`config.mk`:
```
export PLATFORM = sky130hd
export DESIGN_NAME = dual_ptr_unit
export DESIGN_NICKNAME = d
export VERILOG_FILES = /design/src/rtl/dual_ptr_pkg.sv /design/src/rtl/dual_ptr_reg.sv /design/src/rtl/dual_ptr_ctrl.sv /design/src/rtl/dual_ptr_addr.sv /design/src/rtl/dual_ptr_unit.sv
export SDC_FILE = /design/constraint.sdc
export NUM_CORES = 1
export LEC_CHECK = 0
export BUFFER_PORTS_ARGS = -buffer_cell sky130_fd_sc_hd__buf_2
export CORE_ASPECT_RATIO = 1.5
export CORE_MARGIN = 2
export CORE_UTILIZATION = 45
export DETAILED_ROUTE_END_ITERATION = 6
export PLACE_DENSITY = 0.68
export RECOVER_POWER = 100
export SETUP_SLACK_MARGIN = 0.5
export SYNTH_ARGS = -nofsm -noshare
export SYNTH_HDL_FRONTEND = slang
export SYNTH_SLANG_ARGS = --single-unit
```
`constraint.sdc`:
```
create_clock -name clk -period 7.28 [get_ports clk]
set_clock_uncertainty 0.2 [all_clocks]
set_input_delay 1.092 -clock clk [delete_from_list [all_inputs] [get_ports clk]]
set_output_delay 1.092 -clock clk [all_outputs]
set_load 0.05 [all_outputs]
```
`src/rtl/dual_ptr_pkg.sv`:
```
package dual_ptr_pkg;

    localparam int PTR_W   = 16;
    localparam int NUM_PTR = 2;

    typedef enum logic [2:0] {
        OP_NONE  = 3'd0,
        OP_LOAD  = 3'd1,
        OP_STEP  = 3'd2,
        OP_TABLE = 3'd3,
        OP_XRD   = 3'd4,
        OP_XWR   = 3'd5,
        OP_JUMP  = 3'd6,
        OP_RSVD  = 3'd7
    } ptr_op_e;

    // Control register layout, MSB first
    typedef struct packed {
        logic       dir1;     // bit 7: pointer 1 counts down
        logic       dir0;     // bit 6: pointer 0 counts down
        logic       auto_sw;  // bit 5: flip selector after pointer ops
        logic [3:0] spare;    // bits 4..1: stored only
        logic       sel;      // bit 0: active pointer
    } ctrl_t;

    function automatic logic op_flips_sel(input ptr_op_e op);
        return (op == OP_LOAD) || (op == OP_STEP) || (op == OP_TABLE) ||
               (op == OP_XRD)  || (op == OP_XWR);
    endfunction

    function automatic logic [PTR_W-1:0] step_ptr(input logic [PTR_W-1:0] v,
                                                  input logic down);
        return down ? (v - PTR_W'(1)) : (v + PTR_W'(1));
    endfunction

endpackage

```
`src/rtl/dual_ptr_reg.sv`:
```
module dual_ptr_reg
    import dual_ptr_pkg::*;
#(
    parameter logic [7:0] ADDR_LO = 8'h82,
    parameter logic [7:0] ADDR_HI = 8'h83
) (
    input  logic             clk,
    input  logic             rst,
    input  logic             reg_wr_en,
    input  logic             reg_inc_en,
    input  logic [7:0]       reg_addr,
    input  logic [7:0]       reg_wr_data,
    input  logic             load_en,
    input  logic             step_en,
    input  logic             down,
    input  logic [PTR_W-1:0] imm,
    output logic [PTR_W-1:0] val_q
);

    logic hit_lo, hit_hi;
    assign hit_lo = (reg_addr == ADDR_LO);
    assign hit_hi = (reg_addr == ADDR_HI);

    always_ff @(posedge clk) begin
        if (rst) begin
            val_q <= '0;
        end else if (reg_wr_en) begin
            if (hit_lo) val_q[7:0]  <= reg_wr_data;
            if (hit_hi) val_q[15:8] <= reg_wr_data;
        end else if (reg_inc_en) begin
            if (hit_lo) val_q[7:0]  <= val_q[7:0] + 8'd1;
            if (hit_hi) val_q[15:8] <= val_q[15:8] + 8'd1;
        end else if (load_en) begin
            val_q <= imm;
        end else if (step_en) begin
            val_q <= step_ptr(val_q, down);
        end
    end

endmodule

```
`src/rtl/dual_ptr_ctrl.sv`:
```
module dual_ptr_ctrl
    import dual_ptr_pkg::*;
#(
    parameter logic [7:0] ADDR_CTRL = 8'h86
) (
    input  logic       clk,
    input  logic       rst,
    input  logic       reg_wr_en,
    input  logic       reg_inc_en,
    input  logic [7:0] reg_addr,
    input  logic [7:0] reg_wr_data,
    input  logic       op_go,
    input  ptr_op_e    op,
    output ctrl_t      ctrl_q
);

    logic hit;
    assign hit = (reg_addr == ADDR_CTRL);

    always_ff @(posedge clk) begin
        if (rst) begin
            ctrl_q <= '0;
        end else if (reg_wr_en) begin
            if (hit) ctrl_q <= ctrl_t'(reg_wr_data);
        end else if (reg_inc_en) begin
            if (hit) ctrl_q.sel <= ~ctrl_q.sel;
        end else if (op_go && ctrl_q.auto_sw && op_flips_sel(op)) begin
            ctrl_q.sel <= ~ctrl_q.sel;
        end
    end

endmodule

```
`src/rtl/dual_ptr_addr.sv`:
```
module dual_ptr_addr
    import dual_ptr_pkg::*;
#(
    parameter int PROG_AW = 16
) (
    input  ptr_op_e          op,
    input  logic [PTR_W-1:0] ptr,
    input  logic [7:0]       acc,
    output logic [PTR_W-1:0] addr
);

    localparam logic [PTR_W-1:0] PROG_MASK =
        PTR_W'((33'd1 << PROG_AW) - 33'd1);

    logic [PTR_W-1:0] sum;
    assign sum = ptr + {8'd0, acc};

    always_comb begin
        unique case (op)
            OP_TABLE: addr = sum & PROG_MASK;
            OP_JUMP:  addr = sum;
            default:  addr = ptr;
        endcase
    end

endmodule

```
`src/rtl/dual_ptr_unit.sv`:
```
module dual_ptr_unit
    import dual_ptr_pkg::*;
#(
    parameter int         PROG_AW    = 16,
    parameter logic [7:0] ADDR_P0_LO = 8'h82,
    parameter logic [7:0] ADDR_P0_HI = 8'h83,
    parameter logic [7:0] ADDR_P1_LO = 8'h84,
    parameter logic [7:0] ADDR_P1_HI = 8'h85,
    parameter logic [7:0] ADDR_CTRL  = 8'h86
) (
    input  logic        clk,
    input  logic        rst,
    input  logic [2:0]  op_code,
    input  logic [7:0]  imm_hi,
    input  logic [7:0]  imm_lo,
    input  logic [7:0]  acc,
    input  logic        reg_wr_en,
    input  logic        reg_inc_en,
    input  logic [7:0]  reg_addr,
    input  logic [7:0]  reg_wr_data,
    input  logic [7:0]  reg_rd_addr,
    output logic [7:0]  reg_rd_data,
    output logic [15:0] ptr_active,
    output logic [15:0] addr_out
);

    ptr_op_e          op;
    logic             op_go;
    ctrl_t            ctrl_q;
    logic [PTR_W-1:0] ptr_q [NUM_PTR];
    logic             sel_now;
    logic             auto_now;
    logic             dir_now;

    assign op       = ptr_op_e'(op_code);
    assign op_go    = !(reg_wr_en || reg_inc_en);
    assign sel_now  = ctrl_q.sel;
    assign auto_now = ctrl_q.auto_sw;
    assign dir_now  = ctrl_q.sel ? ctrl_q.dir1 : ctrl_q.dir0;

    dual_ptr_ctrl #(.ADDR_CTRL(ADDR_CTRL)) u_ctrl (
        .clk         (clk),
        .rst         (rst),
        .reg_wr_en   (reg_wr_en),
        .reg_inc_en  (reg_inc_en),
        .reg_addr    (reg_addr),
        .reg_wr_data (reg_wr_data),
        .op_go       (op_go),
        .op          (op),
        .ctrl_q      (ctrl_q)
    );

    for (genvar g = 0; g < NUM_PTR; g++) begin : g_ptr
        localparam logic [7:0] A_LO = (g == 0) ? ADDR_P0_LO : ADDR_P1_LO;
        localparam logic [7:0] A_HI = (g == 0) ? ADDR_P0_HI : ADDR_P1_HI;
        logic mine;
        logic down;
        assign mine = op_go && (ctrl_q.sel == 1'(g));
        assign down = (g == 0) ? ctrl_q.dir0 : ctrl_q.dir1;

        dual_ptr_reg #(.ADDR_LO(A_LO), .ADDR_HI(A_HI)) u_reg (
            .clk         (clk),
            .rst         (rst),
            .reg_wr_en   (reg_wr_en),
            .reg_inc_en  (reg_inc_en),
            .reg_addr    (reg_addr),
            .reg_wr_data (reg_wr_data),
            .load_en     (mine && (op == OP_LOAD)),
            .step_en     (mine && (op == OP_STEP)),
            .down        (down),
            .imm         ({imm_hi, imm_lo}),
            .val_q       (ptr_q[g])
        );
    end

    assign ptr_active = ptr_q[ctrl_q.sel];

    dual_ptr_addr #(.PROG_AW(PROG_AW)) u_addr (
        .op   (op),
        .ptr  (ptr_active),
        .acc  (acc),
        .addr (addr_out)
    );

    always_comb begin
        if      (reg_rd_addr == ADDR_P0_LO) reg_rd_data = ptr_q[0][7:0];
        else if (reg_rd_addr == ADDR_P0_HI) reg_rd_data = ptr_q[0][15:8];
        else if (reg_rd_addr == ADDR_P1_LO) reg_rd_data = ptr_q[1][7:0];
        else if (reg_rd_addr == ADDR_P1_HI) reg_rd_data = ptr_q[1][15:8];
        else if (reg_rd_addr == ADDR_CTRL)  reg_rd_data = ctrl_q;
        else                                reg_rd_data = 8'd0;
    end

endmodule

```
==> flow_summary.json, run 1 <==
{
  "finalMaxSlewViolations": 63,
  "max_slew.worst_pin.slew_ns": 2.308,
  "synth_nets": 834,
  "period_needed_ns": 5.508,
  "relSlewSlack": -0.5531,
  "switching_share": 0.3341,
  "pwr-share-seq": 0.356,
  "drive_gt1_frac": 0.1039,
  "wl_met3_mm": 1.085,
  "synth_flop_cell": "dfxtp_1",
  "ioPinCount": 95,
  "core-area_mm2": 0.01147,
  "post_cts_buffers": 0,
  "p_clk_frac": 0.402,
  "dp.cells": 941,
  "cts_tree": "yes",
  "max_freq_mhz": 181.6,
  "fin_nets": 896,
  "clk_pin_slew_ns": 0.07,
  "antenna_found_initial": 0,
  "syn_to_final_growth_pct": 11.03,
  "wl_met2_mm": 9.074,
  "hold_viol_final": 0,
  "drt-met1-wl_mm": 7.454,
  "gp_congestion": 0.9242,
  "arrival_ns": 5.46,
  "synthTopCellsByArea": "dfxtp_1 15%, ha_1 9.5%, a21oi_1 7.2%",
  "cts_max_path_buffers": 2,
  "drt-initial-drc-count": 537,
  "die_x_um": 92.30,
  "dieArea_mm2": 0.01259,
  "p_leak_nw": 2.426,
  "drc_errors": 0,
  "synth_edf_count": 0,
  "p_per_area_mw_per_mm2": 110.9,
  "die_y_um": 136.4,
  "cp-start-kind": "input pin",
  "rsz0062_at_grt": "false",
  "grt_max_degree": 49,
  "cts_sinks": 40,
  "fin_tns_setup_ns": 0,
  "yosys.area.top_type_share": 0.1522,
  "vdd_drop_max_v": 0.00006799,
  "synth.distinct_cells": 66,
  "stdcell_count": 949,
  "root_buffer": "clkbuf_16",
  "cp-end-kind": "register",
  "diodes": 0,
  "p_int_mw": 0.4314,
  "vias": 6042,
  "synth_warnings": 0,
  "p_comb_frac": 0.242,
  "timing.final.crit_share": 0.7566,
  "synth_seq_cells": 40,
  "synth_top_area_cell": "dfxtp_1",
  "portBuffers": 94,
  "max-cap-violations": 2,
  "track_usage": 0.2977,
  "initial_utilization": 0.4588,
  "required_ns": 7.23,
  "p_sw_mw": 0.2165,
  "setup_viol": 0,
  "cts-resized-gates": 0,
  "numCtsBuffers": 5,
  "syn_inst": 736,
  "first_pass_iters": 5,
  "syn_area_mm2": 0.005263,
  "hold_buffers": 0,
  "synthArstFlopShare": 0,
  "insertion_delay_ns": 0.29,
  "status": "finished, violations left",
  "grt_pass1_wl_mm": 29.61,
  "dpl.hpwl_mm": 14.38,
  "path_max_fanout": 48,
  "drt-vias-per-instance": 6.367,
  "violations": "capacitance limit, slew limit",
  "num_rows": 48,
  "ant_nets": 0,
  "cts.htree.levels": 2,
  "ys_seq_area_frac": 0.1522,
  "hp-class": "register to register",
  "grt_pass1_vias": 5792,
  "postRouteWirelength_mm": 18.58,
  "syn_avg_cell_area_um2": 7.150,
  "criticalPathCategory": "input pin to register",
  "post_drt_wl_per_cell_um": 19.58,
  "top_layer_used": "met4",
  "overflow": 0
}
state kept, by name (all words and copies together), names as in the netlist:
name               count
u_ctrl.ctrl_q          8
g_ptr.u_reg.val_q     32
routing by layer:
| metal | up-vias | GRT usage |
|---|---|---|
| li1 | 2840 | - |
| met1 | 2866 | 0.3566 |
| met2 | 284 | 0.5241 |
| met3 | 52 | 0.02605 |
| met4 | 0 | 0.1600 |
| met5 | - | 0 |
cells by family after synthesis:
group | Yosys count | share of synthesized area
DFF | 40 | 0.1522
xor gates and xnor gates | 56 | 0.09320
muxes | 32 | 0.06348
buffers and inverters | 66 | 0.05254
and+or+nand+nor | 253 | 0.2344
adders and majority gates | 43 | 0.1065
AOI/OAI and AO/OA | 246 | 0.2977
cell usage in the layout (no fill, tap or decap), drive strengths merged, types with 25 or more instances in the layout:
cell type / n
clkbuf: 43
ha: 40
nor2: 57
nand2: 79
dfxtp: 40
xnor2: 38
a21oi: 76
nor3: 25
o21ai: 54
nand3: 32
buf: 61
cell type report:
cell class              count  area, µm²
clock buffers               6      128.9
fillers                  1213       5628
clock inverters             2      35.03
flip-flops and latches     40      800.8
inverters                  23      86.33
multi-input cells         630       4158
well taps                 150      187.7
repair buffers             98      446.7
worst paths after layout:
check,from,endpoint,slack (ns),depth (start not counted)
setup / recovery,reg_inc_en,g_ptr[0].u_reg.val_q[2],1.77,9
hold / removal,u_ctrl.ctrl_q[1],u_ctrl.ctrl_q[1],0.32,2
setup reg to reg,u_ctrl.ctrl_q[0],g_ptr[0].u_reg.val_q[2],3.22,7
hold reg to reg,u_ctrl.ctrl_q[1],u_ctrl.ctrl_q[1],0.32,2
stage by stage:
step	cell area, µm²	util	hold WS, ns	setup slack [ns]	power [mW]
after floorplan	5263	-	0.2542	2.008	0.3416
after global placement	5761	0.5022	0.2769	2.686	0.3892
after detailed placement	5761	0.5022	0.3021	2.634	0.3917
after CTS	5924	0.5165	0.3278	2.620	0.6489
after global routing	5843	0.5094	0.3784	1.382	0.6669
final	5843	0.5094	0.3243	1.772	0.6478
cells in the mapped netlist (all sizes together) (6+ instances only):
library cell  number
a211oi            14
a21o              11
a21oi             76
a221oi             8
a22oi             11
a31oi             13
and2               6
and3              12
buf               18
clkbuf            25
dfxtp             40
ha                40
inv               22
mux2              11
mux2i             21
nand2             79
nand2b             8
nand3             32
nand4              7
nor2              57
nor2b              8
nor3              25
nor4               6
o211ai             7
o21ai             54
o31ai              6
xnor2             38
xor2              18
power groups by stage:
stage	clock (mW)	sequential, mW	combinational [mW]
final	0.260	0.231	0.157
after global routing	0.267	0.231	0.169
after CTS	0.261	0.231	0.157
after detailed placement	0	0.236	0.156
after global placement	0	0.235	0.154
after floorplan	0	0.232	0.110
worst max-delay path, stage by stage:
cell and delay [ns]:
buf_2 0.09, clkbuf_1 0.83, or2_0 0.73, nor4_1 1.86, nor2_1 0.11, a211oi_1 0.29
a21oi_1 0.08, o211ai_1 0.26, a21oi_1 0.09
No activity file was read; power rests on OpenSTA's default activity.
==> run 2: changes to the inputs <==
--- a/config.mk
+++ b/config.mk
@@ -5,12 +5,13 @@
 export SDC_FILE = /design/constraint.sdc
 export NUM_CORES = 1
 export LEC_CHECK = 0
+export ABC_AREA = 1
 export BUFFER_PORTS_ARGS = -buffer_cell sky130_fd_sc_hd__buf_2
 export CORE_ASPECT_RATIO = 1.5
 export CORE_MARGIN = 2
 export CORE_UTILIZATION = 45
 export DETAILED_ROUTE_END_ITERATION = 6
-export PLACE_DENSITY = 0.68
+export PLACE_DENSITY = 0.7
 export RECOVER_POWER = 100
 export SETUP_SLACK_MARGIN = 0.5
 export SYNTH_ARGS = -nofsm -noshare
==> constraint.sdc (replaced) <==
create_clock -name clk -period 5 [get_ports clk]
set_clock_uncertainty 0.2 [all_clocks]
set_input_delay 0.75 -clock clk [delete_from_list [all_inputs] [get_ports clk]]
set_output_delay 0.75 -clock clk [all_outputs]
set_load 0.05 [all_outputs]
==> run 2 against run 1 <==
  * The flow still finishes with violations (capacitance limit, slew limit)
  * Critical path depth down 2
  * Sequential power up 60%
  * Register-to-register slack worse by 0.99 ns
  * First-iteration DRC count up 22%
  * Count of clock-buffer cells in the layout unchanged
  * Die area up 7.8%
  * Clock power up 30%
  * Synthesized cell count up 41%
  * Routed wire length up 9.3%
  * Flip-flop and latch count unchanged
==> flow_summary.json, run 2 <==
{
  "switching_share": 0.4140,
  "post_cts_buffers": 0,
  "postRouteWirelength_mm": 20.30,
  "hold_buffers": 0,
  "dpl.hpwl_mm": 16.13,
  "period_needed_ns": 4.480,
  "path_max_fanout": 7,
  "synth_top_area_cell": "nand2_1",
  "synthArstFlopShare": 0,
  "pwr-share-seq": 0.335,
  "layout_commonest_cell": "nand2_1",
  "top_register": "g_ptr.u_reg.val_q",
  "synthTopCellsByCount": "314 x nand2_1, 166 x inv_1, 99 x o21ai_0, 94 x a21oi_1, 86 x nor2_1",
  "cp-start-kind": "input pin",
  "drt-initial-drc-count": 655,
  "diodes": 0,
  "violations": "capacitance limit, slew limit",
  "rr_worst_depth": 12,
  "yosys.area.top_type_share": 0.2072,
  "cts_sinks": 40,
  "path_buf_inv": 2,
  "hp-class": "register to register",
  "post_drt_wl_per_cell_um": 15.85,
  "rsz0062_at_grt": "false",
  "synth_edf_count": 0,
  "status": "finished, violations left",
  "cts_max_path_buffers": 2,
  "hold_slack_ns": 0.2601,
  "dieArea_mm2": 0.01358,
  "p_int_mw": 0.6473,
  "grt_pass1_wl_mm": 31.22,
  "max_slew.worst_pin.slew_ns": 1.746,
  "ioPinCount": 95,
  "hold_start": "u_ctrl.ctrl_q[4]",
  "fin_nets": 1222,
  "initial_utilization": 0.4593,
  "p_sw_mw": 0.4573,
  "cts-resized-gates": 0,
  "largest_register_ffs": 32,
  "cts_tree": "yes",
  "cpLargestDelayFamily": "simple AND/OR/NAND/NOR gates",
  "die_y_um": 141.7,
  "p_comb_frac": 0.360,
  "grt_max_degree": 41,
  "fin_tns_setup_ns": 0,
  "grt_pass1_vias": 6280,
  "vdd_drop_max_v": 0.0001263,
  "worst-path-stages": 7,
  "cp-end-kind": "primary output",
  "antenna_found_initial": 0,
  "cp_cell_sequence": "buf_2 -> nor4_1 -> nand3_1 -> nor3_1 -> a21oi_1 -> o211ai_1 -> clkbuf_1",
  "top_regs": "g_ptr.u_reg.val_q (32), u_ctrl.ctrl_q (8)",
  "r2r_end": "g_ptr[0].u_reg.val_q[13]",
  "worst_path_max_delay_cell": "nor4_1",
  "arrival_ns": 3.53,
  "required_ns": 4.05,
  "overflow": 0,
  "num_rows": 50,
  "cts.htree.levels": 2,
  "max-cap-violations": 1,
  "p_clk_frac": 0.306,
  "finalMaxSlewViolations": 33,
  "timing.final.crit_share": 0.8961,
  "gp_congestion": 0.9541,
  "synthTopCellsByArea": "nand2_1 21%, dfxtp_1 14%, inv_1 11%",
  "r2r_slack_ns": 2.23,
  "insertion_delay_ns": 0.29,
  "p_per_area_mw_per_mm2": 173.7,
  "hold_viol_final": 0,
  "synth.most_common_cell": "nand2_1",
  "syn_inst": 1041,
  "drc_errors": 0,
  "track_usage": 0.2975,
  "die_x_um": 95.81,
  "synth_warnings": 0,
  "portBuffers": 94,
  "setup_viol": 0,
  "layout_common_cells": "314 x nand2_1, 167 x inv_1, 94 x a21oi_1",
  "relSlewSlack": -0.1640,
  "root_buffer": "clkbuf_16",
  "max_freq_mhz": 223.2,
  "synth_seq_cells": 40,
  "p_leak_nw": 3.331,
  "numCtsBuffers": 5,
  "clk_pin_slew_ns": 0.06,
  "drive_gt1_frac": 0.07644,
  "vias": 7009,
  "drt-vias-per-instance": 5.472,
  "first_pass_iters": 7,
  "syn_avg_cell_area_um2": 5.465,
  "synth.distinct_cells": 38,
  "synth_nets": 1139,
  "slowest_delay_ns": 0.99,
  "syn_to_final_growth_pct": 11.79,
  "core-area_mm2": 0.01239,
  "syn_area_mm2": 0.005689,
  "cp-endpoint": "reg_rd_data[3]",
  "r2r_start": "u_ctrl.ctrl_q[6]",
  "criticalPathCategory": "input pin to primary output",
  "synth_flop_cell": "dfxtp_1",
  "ys_seq_area_frac": 0.1408,
  "ant_nets": 0,
  "crit_start": "reg_rd_addr[5]"
}
[run 2: layer usage]
layer	global-route usage	vias up	part of all wire	wire length (µm)
met4	0.1617	0	0.061	1246
met3	0.03240	60	0.059	1195
met5	0	-	0	0
met2	0.5237	305	0.49	9998
li1	-	3544	-	-
met1	0.3435	3100	0.39	7860
[run 2: final cells by class]
type                    instances  area (µm²)
clock buffers                   6       138.9
clock inverters                 2       10.01
fillers                      1365        6027
inverters                     170       638.1
multi-input cells             810        4128
flip-flops and latches         40       800.8
well taps                     156       195.2
repair buffers                 97       449.2
[run 2: cells by family after synthesis]
| kind of cell | after synthesis | synth area share |
|---|---|---|
| buf+inv | 191 | 0.1287 |
| simple gates | 511 | 0.3759 |
| fa+ha+maj | 43 | 0.09853 |
| flops | 40 | 0.1408 |
| xor+xnor | 22 | 0.03387 |
| compound gates | 234 | 0.2223 |
[run 2: metrics by stage]
stage,setup slack [ns],utilization,instances,power (mW),area [µm²]
floorplan,0.4334,-,1041,0.6499,5698
global placement,1.290,0.5080,1273,0.7724,6292
detailed placement,1.256,0.5080,1273,0.7734,6292
CTS,0.9452,0.5200,1281,1.106,6441
global route,0.3199,0.5134,1281,1.156,6360
finish,0.5197,0.5134,1281,1.105,6360
[run 2: power by group through the flow]
| stage | Combinational, mW | Sequential (mW) | Clock (mW) |
|---|---|---|---|
| after floorplan | 0.287 | 0.363 | 0 |
| after global placement | 0.397 | 0.376 | 0 |
| after detailed placement | 0.398 | 0.376 | 0 |
| after CTS | 0.400 | 0.368 | 0.337 |
| after global routing | 0.434 | 0.372 | 0.350 |
| final | 0.397 | 0.370 | 0.338 |
[run 2: how the worst min path moves through the flow]
stage / end / slack (ns) / cells past startpoint
after detailed placement: u_ctrl.ctrl_q[3] / 0.25 / 2
after floorplan: u_ctrl.ctrl_q[1] / 0.23 / 2
after global routing: u_ctrl.ctrl_q[4] / 0.30 / 2
after CTS: u_ctrl.ctrl_q[3] / 0.26 / 2
final: u_ctrl.ctrl_q[4] / 0.26 / 2
after global placement: u_ctrl.ctrl_q[4] / 0.24 / 2
[run 2: worst min-delay path, delay by kind of cell, from the launching register on]
| family | cells | cell delay (ns) |
|---|---|---|
| flops | 1 | 0.30 |
| buf+inv | 1 | 0.06 |
| compound gates | 1 | 0.06 |
